===== config.mk =====
export PLATFORM = sky130hd
export DESIGN_NAME = lds_scanline_shifter
export DESIGN_NICKNAME = d
export VERILOG_FILES = /design/src/rtl/lds_pkg.sv /design/src/rtl/lds_row_tracker.sv /design/src/rtl/lds_word_prefetch.sv /design/src/rtl/lds_bit_serializer.sv /design/src/rtl/lds_scanline_shifter.sv
export SDC_FILE = /design/constraint.sdc
export NUM_CORES = 1
export LEC_CHECK = 0
export BUFFER_PORTS_ARGS = -buffer_cell sky130_fd_sc_hd__buf_2
export CORE_UTILIZATION = 50
export DETAILED_ROUTE_END_ITERATION = 8
export GPL_ROUTABILITY_DRIVEN = 0
export PLACE_DENSITY = 0.74
export SLEW_MARGIN = 20
export SYNTH_ARGS = -nofsm -noshare
export SYNTH_HDL_FRONTEND = slang
export SYNTH_SLANG_ARGS = --single-unit

===== constraint.sdc =====
create_clock -name clk -period 1.9 [get_ports clk]
set_input_delay 0.38 -clock clk [delete_from_list [all_inputs] [get_ports clk]]
set_output_delay 0.38 -clock clk [all_outputs]
set_load 0.03 [all_outputs]

===== src/rtl/lds_pkg.sv =====
package lds_pkg;
   localparam int unsigned HW_BITS = 16;

   // halfwords sent for one row, including the trailing zero halfword
   function automatic int unsigned row_halfwords(input int unsigned width_px);
      return (width_px / 8 + 2) / 2;
   endfunction

   // halfwords that actually hold stored pixels
   function automatic int unsigned stored_words(input int unsigned width_px);
      return width_px / HW_BITS;
   endfunction
endpackage


===== src/rtl/lds_row_tracker.sv =====
module lds_row_tracker #(
   parameter int unsigned ADDR_W       = 16,
   parameter int unsigned LINE_W       = 10,
   parameter int unsigned BASE_ADDR    = 0,
   parameter int unsigned STRIDE_WORDS = 20,
   parameter int unsigned VACT_FIRST   = 16,
   parameter int unsigned VACT_LINES   = 480
) (
   input  logic              clk,
   input  logic              rst_n,
   input  logic              line_strobe,
   input  logic [LINE_W-1:0] line_idx,
   output logic              load_go,
   output logic [ADDR_W-1:0] line_base
);
   localparam logic [LINE_W-1:0] FIRST_L = LINE_W'(VACT_FIRST);
   localparam logic [LINE_W-1:0] END_L   = LINE_W'(VACT_FIRST + VACT_LINES);
   localparam logic [ADDR_W-1:0] BASE_A  = ADDR_W'(BASE_ADDR);
   localparam logic [ADDR_W-1:0] STEP_A  = ADDR_W'(STRIDE_WORDS);

   logic [ADDR_W-1:0] row_ptr;
   logic              in_active;
   logic              odd_off;

   assign in_active = (line_idx >= FIRST_L) && (line_idx < END_L);
   assign odd_off   = line_idx[0] ^ FIRST_L[0];

   always_ff @(posedge clk) begin
      if (!rst_n) begin
         row_ptr   <= BASE_A;
         line_base <= BASE_A;
         load_go   <= 1'b0;
      end else begin
         load_go <= 1'b0;
         if (line_strobe) begin
            if (in_active) begin
               line_base <= row_ptr;
               load_go   <= 1'b1;
               if (odd_off) row_ptr <= row_ptr + STEP_A;
            end else begin
               row_ptr <= BASE_A;
            end
         end
      end
   end

   // pointer moves only by one stride or back to the base
   assert_ptr_step_R5: assert property (@(posedge clk) disable iff (!rst_n)
      (row_ptr != $past(row_ptr)) |-> ((row_ptr == BASE_A) || (row_ptr == $past(row_ptr) + STEP_A)));
endmodule


===== src/rtl/lds_word_prefetch.sv =====
module lds_word_prefetch #(
   parameter int unsigned ADDR_W     = 16,
   parameter int unsigned DATA_WORDS = 20,
   parameter int unsigned ROW_HW     = 21
) (
   input  logic              clk,
   input  logic              rst_n,
   input  logic              load_go,
   input  logic [ADDR_W-1:0] line_base,
   input  logic              take,
   output logic              rd_en,
   output logic [ADDR_W-1:0] rd_addr,
   input  logic [15:0]       rd_data,
   output logic [15:0]       buf_word,
   output logic              buf_valid
);
   localparam int unsigned CNT_W = $clog2(ROW_HW + 1);
   localparam logic [CNT_W-1:0] ROW_HW_C = CNT_W'(ROW_HW);
   localparam logic [CNT_W-1:0] DATA_C   = CNT_W'(DATA_WORDS);

   logic [CNT_W-1:0]  idx;
   logic [ADDR_W-1:0] base_q;
   logic              pend;
   logic              more_words;
   logic              data_phase;

   assign more_words = idx < ROW_HW_C;
   assign data_phase = idx < DATA_C;
   assign rd_en      = !load_go && !buf_valid && !pend && data_phase;
   assign rd_addr    = base_q + ADDR_W'(idx);

   always_ff @(posedge clk) begin
      if (!rst_n) begin
         idx       <= ROW_HW_C;
         base_q    <= '0;
         pend      <= 1'b0;
         buf_valid <= 1'b0;
         buf_word  <= '0;
      end else if (load_go) begin
         base_q    <= line_base;
         idx       <= '0;
         pend      <= 1'b0;
         buf_valid <= 1'b0;
      end else begin
         if (pend) begin
            buf_word  <= rd_data;
            buf_valid <= 1'b1;
            pend      <= 1'b0;
         end else if (!buf_valid && more_words) begin
            idx <= idx + 1'b1;
            if (data_phase) begin
               pend <= 1'b1;
            end else begin
               buf_word  <= '0;
               buf_valid <= 1'b1;
            end
         end
         if (take) buf_valid <= 1'b0;
      end
   end
endmodule


===== src/rtl/lds_bit_serializer.sv =====
module lds_bit_serializer #(
   parameter int unsigned ROW_HW = 21
) (
   input  logic        clk,
   input  logic        rst_n,
   input  logic        line_strobe,
   input  logic        load_go,
   input  logic        start_strobe,
   input  logic [15:0] buf_word,
   output logic        take,
   output logic        pix_out
);
   import lds_pkg::*;
   localparam int unsigned CNT_W = $clog2(ROW_HW + 1);
   localparam int unsigned BIT_W = $clog2(HW_BITS);
   localparam logic [BIT_W-1:0] LAST_BIT = BIT_W'(HW_BITS - 1);
   localparam logic [CNT_W-1:0] HW_LAST  = CNT_W'(ROW_HW - 1);

   logic [15:0]      shreg;
   logic [BIT_W-1:0] bit_q;
   logic [CNT_W-1:0] hw_left;
   logic             shifting;
   logic             ready;
   logic             launch;
   logic             word_end;
   logic             reload;

   assign launch   = start_strobe && ready && !shifting;
   assign word_end = shifting && (bit_q == LAST_BIT);
   assign reload   = word_end && (hw_left != '0);
   assign take     = launch || reload;
   assign pix_out  = shifting & shreg[0];

   always_ff @(posedge clk) begin
      if (!rst_n) begin
         shreg    <= '0;
         bit_q    <= '0;
         hw_left  <= '0;
         shifting <= 1'b0;
         ready    <= 1'b0;
      end else begin
         if (line_strobe)  ready <= 1'b0;
         else if (load_go) ready <= 1'b1;
         if (launch) begin
            shreg    <= buf_word;
            bit_q    <= '0;
            hw_left  <= HW_LAST;
            shifting <= 1'b1;
            ready    <= 1'b0;
         end else if (shifting) begin
            if (word_end) begin
               if (hw_left != '0) begin
                  shreg   <= buf_word;
                  bit_q   <= '0;
                  hw_left <= hw_left - 1'b1;
               end else begin
                  shifting <= 1'b0;
               end
            end else begin
               shreg <= shreg >> 1;
               bit_q <= bit_q + 1'b1;
            end
         end
      end
   end

   // a scanout strobe in mid-word leaves the bit count running on
   assert_restart_ignored_R8: assert property (@(posedge clk) disable iff (!rst_n)
      (start_strobe && shifting && (bit_q != LAST_BIT)) |=> (shifting && (bit_q == $past(bit_q) + 1'b1)));
endmodule


===== src/rtl/lds_scanline_shifter.sv =====
module lds_scanline_shifter #(
   parameter int unsigned WIDTH_PX     = 320,
   parameter int unsigned STRIDE_WORDS = 20,
   parameter int unsigned BASE_ADDR    = 0,
   parameter int unsigned ADDR_W       = 16,
   parameter int unsigned LINE_W       = 10,
   parameter int unsigned VACT_FIRST   = 16,
   parameter int unsigned VACT_LINES   = 480
) (
   input  logic              clk,
   input  logic              rst_n,
   input  logic              line_strobe,
   input  logic              start_strobe,
   input  logic [LINE_W-1:0] line_idx,
   output logic              rd_en,
   output logic [ADDR_W-1:0] rd_addr,
   input  logic [15:0]       rd_data,
   output logic              pix_out
);
   import lds_pkg::*;
   localparam int unsigned ROW_HW     = row_halfwords(WIDTH_PX);
   localparam int unsigned DATA_WORDS = stored_words(WIDTH_PX);

   generate
      if ((WIDTH_PX == 0) || (WIDTH_PX % HW_BITS != 0)) begin : g_bad_width
         $error("WIDTH_PX must be a nonzero multiple of 16");
      end
      if (STRIDE_WORDS < DATA_WORDS) begin : g_bad_stride
         $error("STRIDE_WORDS smaller than one stored row");
      end
      if (VACT_FIRST + VACT_LINES > (1 << LINE_W)) begin : g_bad_lines
         $error("active line range does not fit LINE_W");
      end
   endgenerate

   logic              load_go;
   logic [ADDR_W-1:0] line_base;
   logic              take;
   logic [15:0]       buf_word;
   logic              buf_valid;

   lds_row_tracker #(
      .ADDR_W(ADDR_W), .LINE_W(LINE_W), .BASE_ADDR(BASE_ADDR),
      .STRIDE_WORDS(STRIDE_WORDS), .VACT_FIRST(VACT_FIRST), .VACT_LINES(VACT_LINES)
   ) row_i (
      .clk(clk), .rst_n(rst_n), .line_strobe(line_strobe), .line_idx(line_idx),
      .load_go(load_go), .line_base(line_base)
   );

   lds_word_prefetch #(
      .ADDR_W(ADDR_W), .DATA_WORDS(DATA_WORDS), .ROW_HW(ROW_HW)
   ) fetch_i (
      .clk(clk), .rst_n(rst_n), .load_go(load_go), .line_base(line_base),
      .take(take), .rd_en(rd_en), .rd_addr(rd_addr), .rd_data(rd_data),
      .buf_word(buf_word), .buf_valid(buf_valid)
   );

   lds_bit_serializer #(
      .ROW_HW(ROW_HW)
   ) ser_i (
      .clk(clk), .rst_n(rst_n), .line_strobe(line_strobe), .load_go(load_go),
      .start_strobe(start_strobe), .buf_word(buf_word), .take(take), .pix_out(pix_out)
   );

   // the serializer never takes an empty prefetch buffer
   assert_take_fed_R2: assert property (@(posedge clk) disable iff (!rst_n)
      take |-> buf_valid);

   // reads stay inside the stored words of the current row
   assert_read_window_R3: assert property (@(posedge clk) disable iff (!rst_n)
      rd_en |-> ((rd_addr >= line_base) && (rd_addr < line_base + ADDR_W'(DATA_WORDS))));
endmodule


# Word level (Yosys, flattened, before mapping)
# Index checks and enable logic that the tools add are counted.
[word_totals]
output_inout_bits = 18
in_bits = 30
ff_bits = 99
[op_classes]
bitwise = 5
n_eq_ne = 6
reduce_logical = 36
mux = 27
n_lt_le_gt_ge = 4
add_sub_neg = 5
[ops]
columns = ["op", "n"]
rows = [
  ["16-bit two-way mux", 9],
  ["5-bit two-way mux", 7],
  ["16-bit by 5-bit adder with 16-bit output", 1],
  ["16-bit by 5-bit adder with 16-bit output, second input constant", 1],
  ["2-bit AND reduction", 8],
  ["10-bit by 5-bit >= comparator with 1-bit output, second input constant", 1],
  ["10-bit by 9-bit less-than comparator with 1-bit output, second input constant", 1],
  ["5-bit less-than comparator, second input constant", 2],
  ["2-bit nonzero test", 5],
  ["1-bit logical AND", 9],
  ["1-bit two-way mux", 9],
  ["3-bit AND reduction", 3],
  ["4-bit two-way mux", 2],
  ["2-bit inequality test, second input constant", 3],
  ["3-bit OR reduction", 2],
  ["5-bit by 1-bit adder with 5-bit output, second input constant", 1],
  ["5-bit nonzero test", 1],
  ["5-bit by 1-bit subtractor with 5-bit output, second input constant", 1],
  ["4-bit by 1-bit adder with 4-bit output, second input constant", 1],
  ["4-bit == test, second input constant", 1],
  ["1-bit logical NOT", 4],
  ["1-bit NOT", 4],
  ["2-bit OR reduction", 2],
  ["4-bit OR reduction", 1],
  ["other kinds (4)", 4],
]

# Depth between registers and ports, before layout
# Gate-level depths: netlist of run 1.
[logic_depth]
ltp_word = 5
mapped_depth = 8
mapped_depth_nobuf = 7

# By module
# A second synthesis of run 1 with hierarchy kept.
[hier_totals]
hier_cells = 476
hier_area_um2 = 4438.0
[by_module_without_submodules]
columns = ["module", "area_each_um2", "seq_area_each_um2", "instances", "cells_each"]
rows = [
  ["lds_word_prefetch", 1874.3, 780.7, 1, 180],
  ["lds_row_tracker", 1317.5, 580.6, 1, 148],
  ["lds_bit_serializer", 1246.2, 540.5, 1, 148],
]

# Worst setup path before layout of run 1
# No wires, ideal clock.
[synth_path]
path_type = "reg-to-output"
from = "register fetch_i.idx[3]"
to = "output rd_addr[15]"
stages_incl_launch_ff = 7
path_slack_ns = -0.494
required_ns = 1.520
arrival_ns = 2.014
n_path_buf = 0
cell_sequence = "dfxtp_1 ha_1 a211o_1 nand4_1 nor3_1 nand3_1 xnor2_1"
[synth_via]
elab_chain_cells = 1
[synth_lines]
columns = ["element", "line", "rtl"]
rows = [
  ["from (decl)", "lds_word_prefetch.sv:21", "logic [CNT_W-1:0] idx;"],
  ["from (signal assigned)", "lds_word_prefetch.sv:50", "idx <= idx + 1'b1;"],
  ["16-bit by 5-bit adder with 16-bit output", "lds_word_prefetch.sv:30", "assign rd_addr = base_q + ADDR_W'(idx);"],
  ["to (decl)", "lds_scanline_shifter.sv:16", "output logic [ADDR_W-1:0] rd_addr,"],
]
# Every way passes these cells.

# Worst setup path in the final report of run 1
[layout_path]
from = "register fetch_i.base_q[3]"
to = "output rd_addr[10]"
[layout_via]
elab_chain_cells = 1
[layout_lines]
columns = ["element", "line", "rtl"]
rows = [
  ["from (decl)", "lds_word_prefetch.sv:22", "logic [ADDR_W-1:0] base_q;"],
  ["from (signal assigned)", "lds_word_prefetch.sv:40", "base_q <= line_base;"],
  ["16-bit by 5-bit adder with 16-bit output", "lds_word_prefetch.sv:30", ""],
]
# Every way passes these cells.

==> results of run 1 <==
## cells in the mapped netlist, types with 9 or more instances
master / count
mux2i_1: 15
clkbuf_1: 23
a21boi_0: 18
o211a_1: 15
xnor2_1: 17
nand3_1: 40
inv_1: 9
a22o_1: 15
nor2b_1: 16
nand2_1: 63
a21oi_1: 14
dfxtp_1: 93
nor2_1: 19
o21ai_0: 9
## flip-flops by register name, indices dropped and copies added, names as in the netlist, 4 cells and up
| name | cells |
|---|---|
| fetch_i.base_q | 14 |
| fetch_i.buf_word | 16 |
| fetch_i.idx | 5 |
| row_i.line_base | 14 |
| row_i.row_ptr | 14 |
| ser_i.bit_q | 4 |
| ser_i.hw_left | 5 |
| ser_i.shreg | 16 |
## final timing paths
path                          start                   end  slack, ps
setup reg to reg   ser_i.hw_left[0]        ser_i.shreg[7]         70
hold / removal          rd_data[12]  fetch_i.buf_word[12]        220
hold reg to reg     ser_i.shreg[15]       ser_i.shreg[15]        450
setup / recovery  fetch_i.base_q[3]           rd_addr[10]       -520
## power by group
part | leakage (nW) | switching, mW | internal (mW)
Clock | 0.105 | 0.712 | 0.753
Sequential | 0.753 | 0.0730 | 2.03
Combinational | 1.25 | 0.321 | 0.236
Total | 2.11 | 1.11 | 3.01
## logic make-up after synthesis
family	count (synthesis)	share of synthesized area, %
buffers and inverters	37	3.63
xor gates and xnor gates	24	5.13
AOI/OAI and AO/OA	99	18.6
muxes	15	3.66
adders and majority gates	7	2.14
DFF	93	45.4
and+or+nand+nor	177	21.4
## metal layers
layer  global-route usage [%]  part of all wire [%]
met5                        0                     0
met4                     7.42                   1.3
met3                     3.69                   3.3
met2                     32.2                    47
met1                     29.9                    49
## cells in the final DEF, fill, tap and decap left out, types with 3 or more instances in the layout
master    count
a211oi_1      5
a21boi_0     17
a21oi_1      13
a22o_1       15
and2_1        3
and3_1        3
buf_12        3
buf_2        31
buf_4        36
buf_6        10
clkbuf_8      9
dfxtp_1      88
dfxtp_2       5
ha_1          3
inv_1         8
mux2i_1      15
nand2_1      58
nand2_2       4
nand3_1      38
nand3b_1      4
nand4_1       6
nor2_1       16
nor2b_1      16
o211a_1      15
o21ai_0       8
o31ai_1       7
or4_1         7
xnor2_1      12
xnor2_4       3
xor2_1        4
## stage by stage
step                      area, µm²  std cells  setup WS [ps]
after CTS                      5080        620           -529
after detailed placement       4770        603           -304
after global placement         4770        603           -259
after floorplan                4280        452           -218
final                          5230        626           -524
after global routing           5230        626           -585
## final cells by class
type / count / area, µm² / area share, %
clock inverters: 6 / 95.1 / 1.82
multi-input cells: 323 / 2320 / 44.4
inverters: 9 / 33.8 / 0.646
well taps: 102 / 128 / 2.44
repair buffers: 83 / 656 / 12.5
flip-flops and latches: 93 / 1870 / 35.7
clock buffers: 10 / 128 / 2.44
## timing repair
| action | CTS | global route |
|---|---|---|
| endpoints found under the setup margin | 12 | 35 |
| endpoints found under the hold margin | 0 | 0 |
| pin swaps | 6 | 6 |
| resized for setup | 27 | 22 |
| gates cloned | 0 | 3 |
| buffers inserted | 1 | 3 |
==> summary.txt, run 1 <==
First-pass GRT wire length: 14600 µm
Vias in the first global route: 3081
Worst vdd ir: 467 µV
# port buffers: 44
Setup crit end kind: output pin
Fin Hold WS: 221 ps
Syn Inst Count: 452
Measured slew at the worst slew-check pin: 1010 ps
CP max FO: 3
Fillers: 657
Power Density: 788 mW/mm²
Status: finished, violations left
Period minus WS final: 2420 ps
Total grt overflow: 0
Crit path buffers/inverters: 3
Violated checks: negative setup slack
Number of CTS-inserted buffers: 9
Yosys cell types: 49
Synth top area cells: dfxtp_1, nand2_1, nand3_1
Pins over their slew limit: 0
Initial antenna violation count: 0
NumNets Final: 556
DRC Markers: 0
Hold depth: 2
Root buf cell: clkbuf_8
Synth area leader: dfxtp_1
Avg Vias per Cell: 5.58
Worst stage delay on the critical path: 350 ps
Die Y: 92.6 µm
Core Area: 0.00785 mm²
Yosys top cell area share: 45.4%
Clk buf depth: 2
Startpoint types: flip-flop
Setup tns final: -4470 ps
Via count: 3492
Final worst path period share: 128%
Hold violation count in the final report: 0
Sink Count: 93
Area of the die: 0.00857 mm²
Share of cells above drive strength 1: 26.7%
Routed Antenna Nets: 0
Min-Delay Path Class: input port to flip-flop
Initial Util: 52.3%
Max-cap violation count: 0
HPWL Detailed: 6020 µm
Final Power: 4.12 mW
Slew margin rel.: 32.5%
Worst Clk Skew: 12.8 ps
Post-synth EDFFs: 0
Antenna diodes: 0
Synth-to-layout area growth: 27.4%
Final WS setup: -524 ps
Syn_area_per_cell: 9.07 µm²
Worst-Skew Late Latency: 370 ps
H-Tree Depth: 3
Largest net degree at the start of global routing: 36
Maximum achievable frequency: 413 MHz
CTS clk-pin slew, worst paths: 100 ps
Top Ports: 48
CP arrival: 2040 ps
Worst EP required: 1520 ps
Syn. warnings: 0
Syn_nets: 489
CP Class: flip-flop to output pin
Async set or reset register ratio after synthesis: 0%
R2R cell count: 7
RSZ-0062 raised after global routing: yes
LEAKAGE: 2.11 nW
Endpoints failing setup: 12
Starting DRC count in detailed routing: 143
Flops & latches, synth: 93
Top Family by Delay on Critical Path: flip-flops
Levels on crit path: 8
Final core utilization: 66.6%
Ys flop type: dfxtp_1
Gr usage total: 21.1%
Synthesized cell area: 0.00410 mm²
CP max stage cell: dfxtp_2
Post-DR wirelength/cell: 14.3 µm
Sequential fraction of the synthesis area: 45.4%
First drt pass iteration count: 4
CTS tree: done
Rows: 32
CP Cell Sequence: ha_4 > a211o_1 > nand4_1 > buf_4 > inv_2 > and3_4 > xor2_4 > buf_6
# hold bufs at CTS: 0
Post-Route WL: 8930 µm
Die X: 92.6 µm
(Power assumes the default switching activity.)
==> inputs of run 2 (changes only) <==
--- a/config.mk
+++ b/config.mk
@@ -6,10 +6,12 @@
 export NUM_CORES = 1
 export LEC_CHECK = 0
 export BUFFER_PORTS_ARGS = -buffer_cell sky130_fd_sc_hd__buf_2
-export CORE_UTILIZATION = 50
+export CELL_PAD_IN_SITES_DETAIL_PLACEMENT = 2
+export CELL_PAD_IN_SITES_GLOBAL_PLACEMENT = 2
+export CORE_UTILIZATION = 32
 export DETAILED_ROUTE_END_ITERATION = 8
 export GPL_ROUTABILITY_DRIVEN = 0
-export PLACE_DENSITY = 0.74
+export PLACE_DENSITY = 0.76
 export SLEW_MARGIN = 20
 export SYNTH_ARGS = -nofsm -noshare
 export SYNTH_HDL_FRONTEND = slang
==> summary.txt, run 2 (synthesized netlist as in run 1, its figures left out) <==
# hold bufs at CTS: 0 (unchanged)
HPWL Detailed: 8150 µm (was 6020 µm)
Commonest cells after routing, fill and taps aside: dfxtp_1, nand2_1, buf_4 (was dfxtp_1, nand2_1, nand3_1)
Worst vdd ir: 372 µV (was 467 µV)
# port buffers: 44 (unchanged)
Final worst path period share: 128% (about the same)
Multi-input logic area: 0.00237 mm² (was 0.00232 mm²)
R2R cell count: 7 (unchanged)
Gr usage total: 19.7% (was 21.1%)
Starting DRC count in detailed routing: 171 (was 143)
First-pass GRT wire length: 20300 µm (was 14600 µm)
CP arrival: 2060 ps (was 2040 ps)
Initial Util: 33.4% (was 52.3%)
Hold violation count in the final report: 0 (unchanged)
Worst Clk Skew: 7.01 ps (was 12.8 ps)
Final Power: 4.69 mW (was 4.12 mW)
Final WS setup: -540 ps (was -524 ps)
DRC Markers: 0 (unchanged)
Core Area: 0.0123 mm² (was 0.00785 mm²)
Pins over their slew limit: 0 (unchanged)
Total grt overflow: 0 (unchanged)
Slew margin rel.: 51.5% (was 32.5%)
Worst EP required: 1520 ps (about the same)
Routed Antenna Nets: 0 (unchanged)
Commonest non-fill, non-tap cell in the layout: dfxtp_1 (unchanged)
Power Density: 843 mW/mm² (was 788 mW/mm²)
Violated checks: negative setup slack (unchanged)
Die X: 115 µm (was 92.6 µm)
First drt pass iteration count: 4 (unchanged)
Synth-to-layout area growth: 35.6% (was 27.4%)
Startpoint types: flip-flop (unchanged)
Post-Route WL: 12800 µm (was 8930 µm)
Rows: 40 (was 32)
RSZ-0062 raised after global routing: yes (unchanged)
Fin Hold WS: 249 ps (was 221 ps)
Measured slew at the worst slew-check pin: 727 ps (was 1010 ps)
Hold depth: 2 (unchanged)
CTS tree: done (unchanged)
Setup tns final: -4780 ps (was -4470 ps)
Share of cells above drive strength 1: 28.8% (was 26.7%)
Number of CTS-inserted buffers: 9 (unchanged)
Period minus WS final: 2440 ps (was 2420 ps)
Clk buf depth: 2 (unchanged)
Largest net degree at the start of global routing: 40 (was 36)
Max-cap violation count: 0 (unchanged)
Vias in the first global route: 3935 (was 3081)
CP Class: flip-flop to output pin (unchanged)
Worst-Skew Late Latency: 350 ps (was 370 ps)
Fillers: 1314 (was 657)
Maximum achievable frequency: 410 MHz (was 413 MHz)
CP max FO: 4 (was 3)
LEAKAGE: 2.25 nW (was 2.11 nW)
Register area: 0.00187 mm² (about the same)
Top Ports: 48 (unchanged)
Min-Delay Path Class: input port to flip-flop (unchanged)
Avg Vias per Cell: 5.18 (was 5.58)
NumNets Final: 566 (was 556)
H-Tree Depth: 3 (unchanged)
Setup crit end kind: output pin (unchanged)
Area of the die: 0.0133 mm² (was 0.00857 mm²)
Initial antenna violation count: 0 (unchanged)
Die Y: 115 µm (was 92.6 µm)
Root buf cell: clkbuf_16 (was clkbuf_8)
Post-DR wirelength/cell: 18.3 µm (was 14.3 µm)
Via count: 3634 (was 3492)
Largest regs: fetch_i.buf_word x16, ser_i.shreg x16 (unchanged)
Sink Count: 93 (unchanged)
Antenna diodes: 0 (unchanged)
Endpoints failing setup: 13 (was 12)
CTS clk-pin slew, worst paths: 70 ps (was 100 ps)
Status: finished, violations left (unchanged)
run 2: area by class of cell:
type | instances | share of cell area [%]
Sequential cell | 93 | 33.6
Clock buffer | 11 | 4.18
Tap cell | 168 | 3.78
Inverter | 9 | 0.652
Multi-Input combinational cell | 323 | 42.6
Clock inverter | 5 | 1.51
Timing Repair Buffer | 93 | 13.7
run 2: path summary, 6_finish.rpt:
| check | start | to | slack (ps) |
|---|---|---|---|
| max | fetch_i.base_q[3] | rd_addr[10] | -540 |
| min | rd_data[12] | fetch_i.buf_word[12] | 250 |
| max reg2reg | ser_i.hw_left[0] | ser_i.shreg[2] | 10 |
| min reg2reg | ser_i.shreg[15] | ser_i.shreg[15] | 470 |
run 2: layer usage:
metal  part of all wire, %  routed length (µm)  GRT usage (%)
met3                   2.3                 290           4.38
met1                    45                5840           24.4
met4                  0.83                 107           4.85
met2                    51                6600           34.7
met5                     0                   0              0
run 2: through the flow:
stage	instance area [µm²]	instances	utilization, %	worst slack [ps]
2_1_floorplan	4280	452	-	-218
3_3_place_gp	4920	676	40.1	-268
3_5_place_dp	4920	676	40.1	-329
4_1_cts	5350	693	43.6	-581
5_1_grt	5560	702	45.4	-604
6_report	5560	702	45.4	-540
run 2: critical path: stages, from the launching register on:
cell,delay (ps)
dfxtp_2,340
ha_4,250
a211o_1,290
nand4_1,170
buf_6,150
inv_4,40
and3_4,160
xor2_4,180
buf_6,140
run 2: repair_timing:
action                                  4_1_cts  5_1_grt
resized for setup                            33       29
pin swaps                                    13       15
endpoints found under the setup margin       13       36
setup buffers                                 3        7
gates cloned                                  0        4
run 2: where the power goes:
group	internal (mW)	switching, mW	total [mW]	leakage [nW]
combinational	0.269	0.386	0.654	1.35
sequential	2.03	0.0641	2.09	0.754
clock	1.16	0.784	1.94	0.146
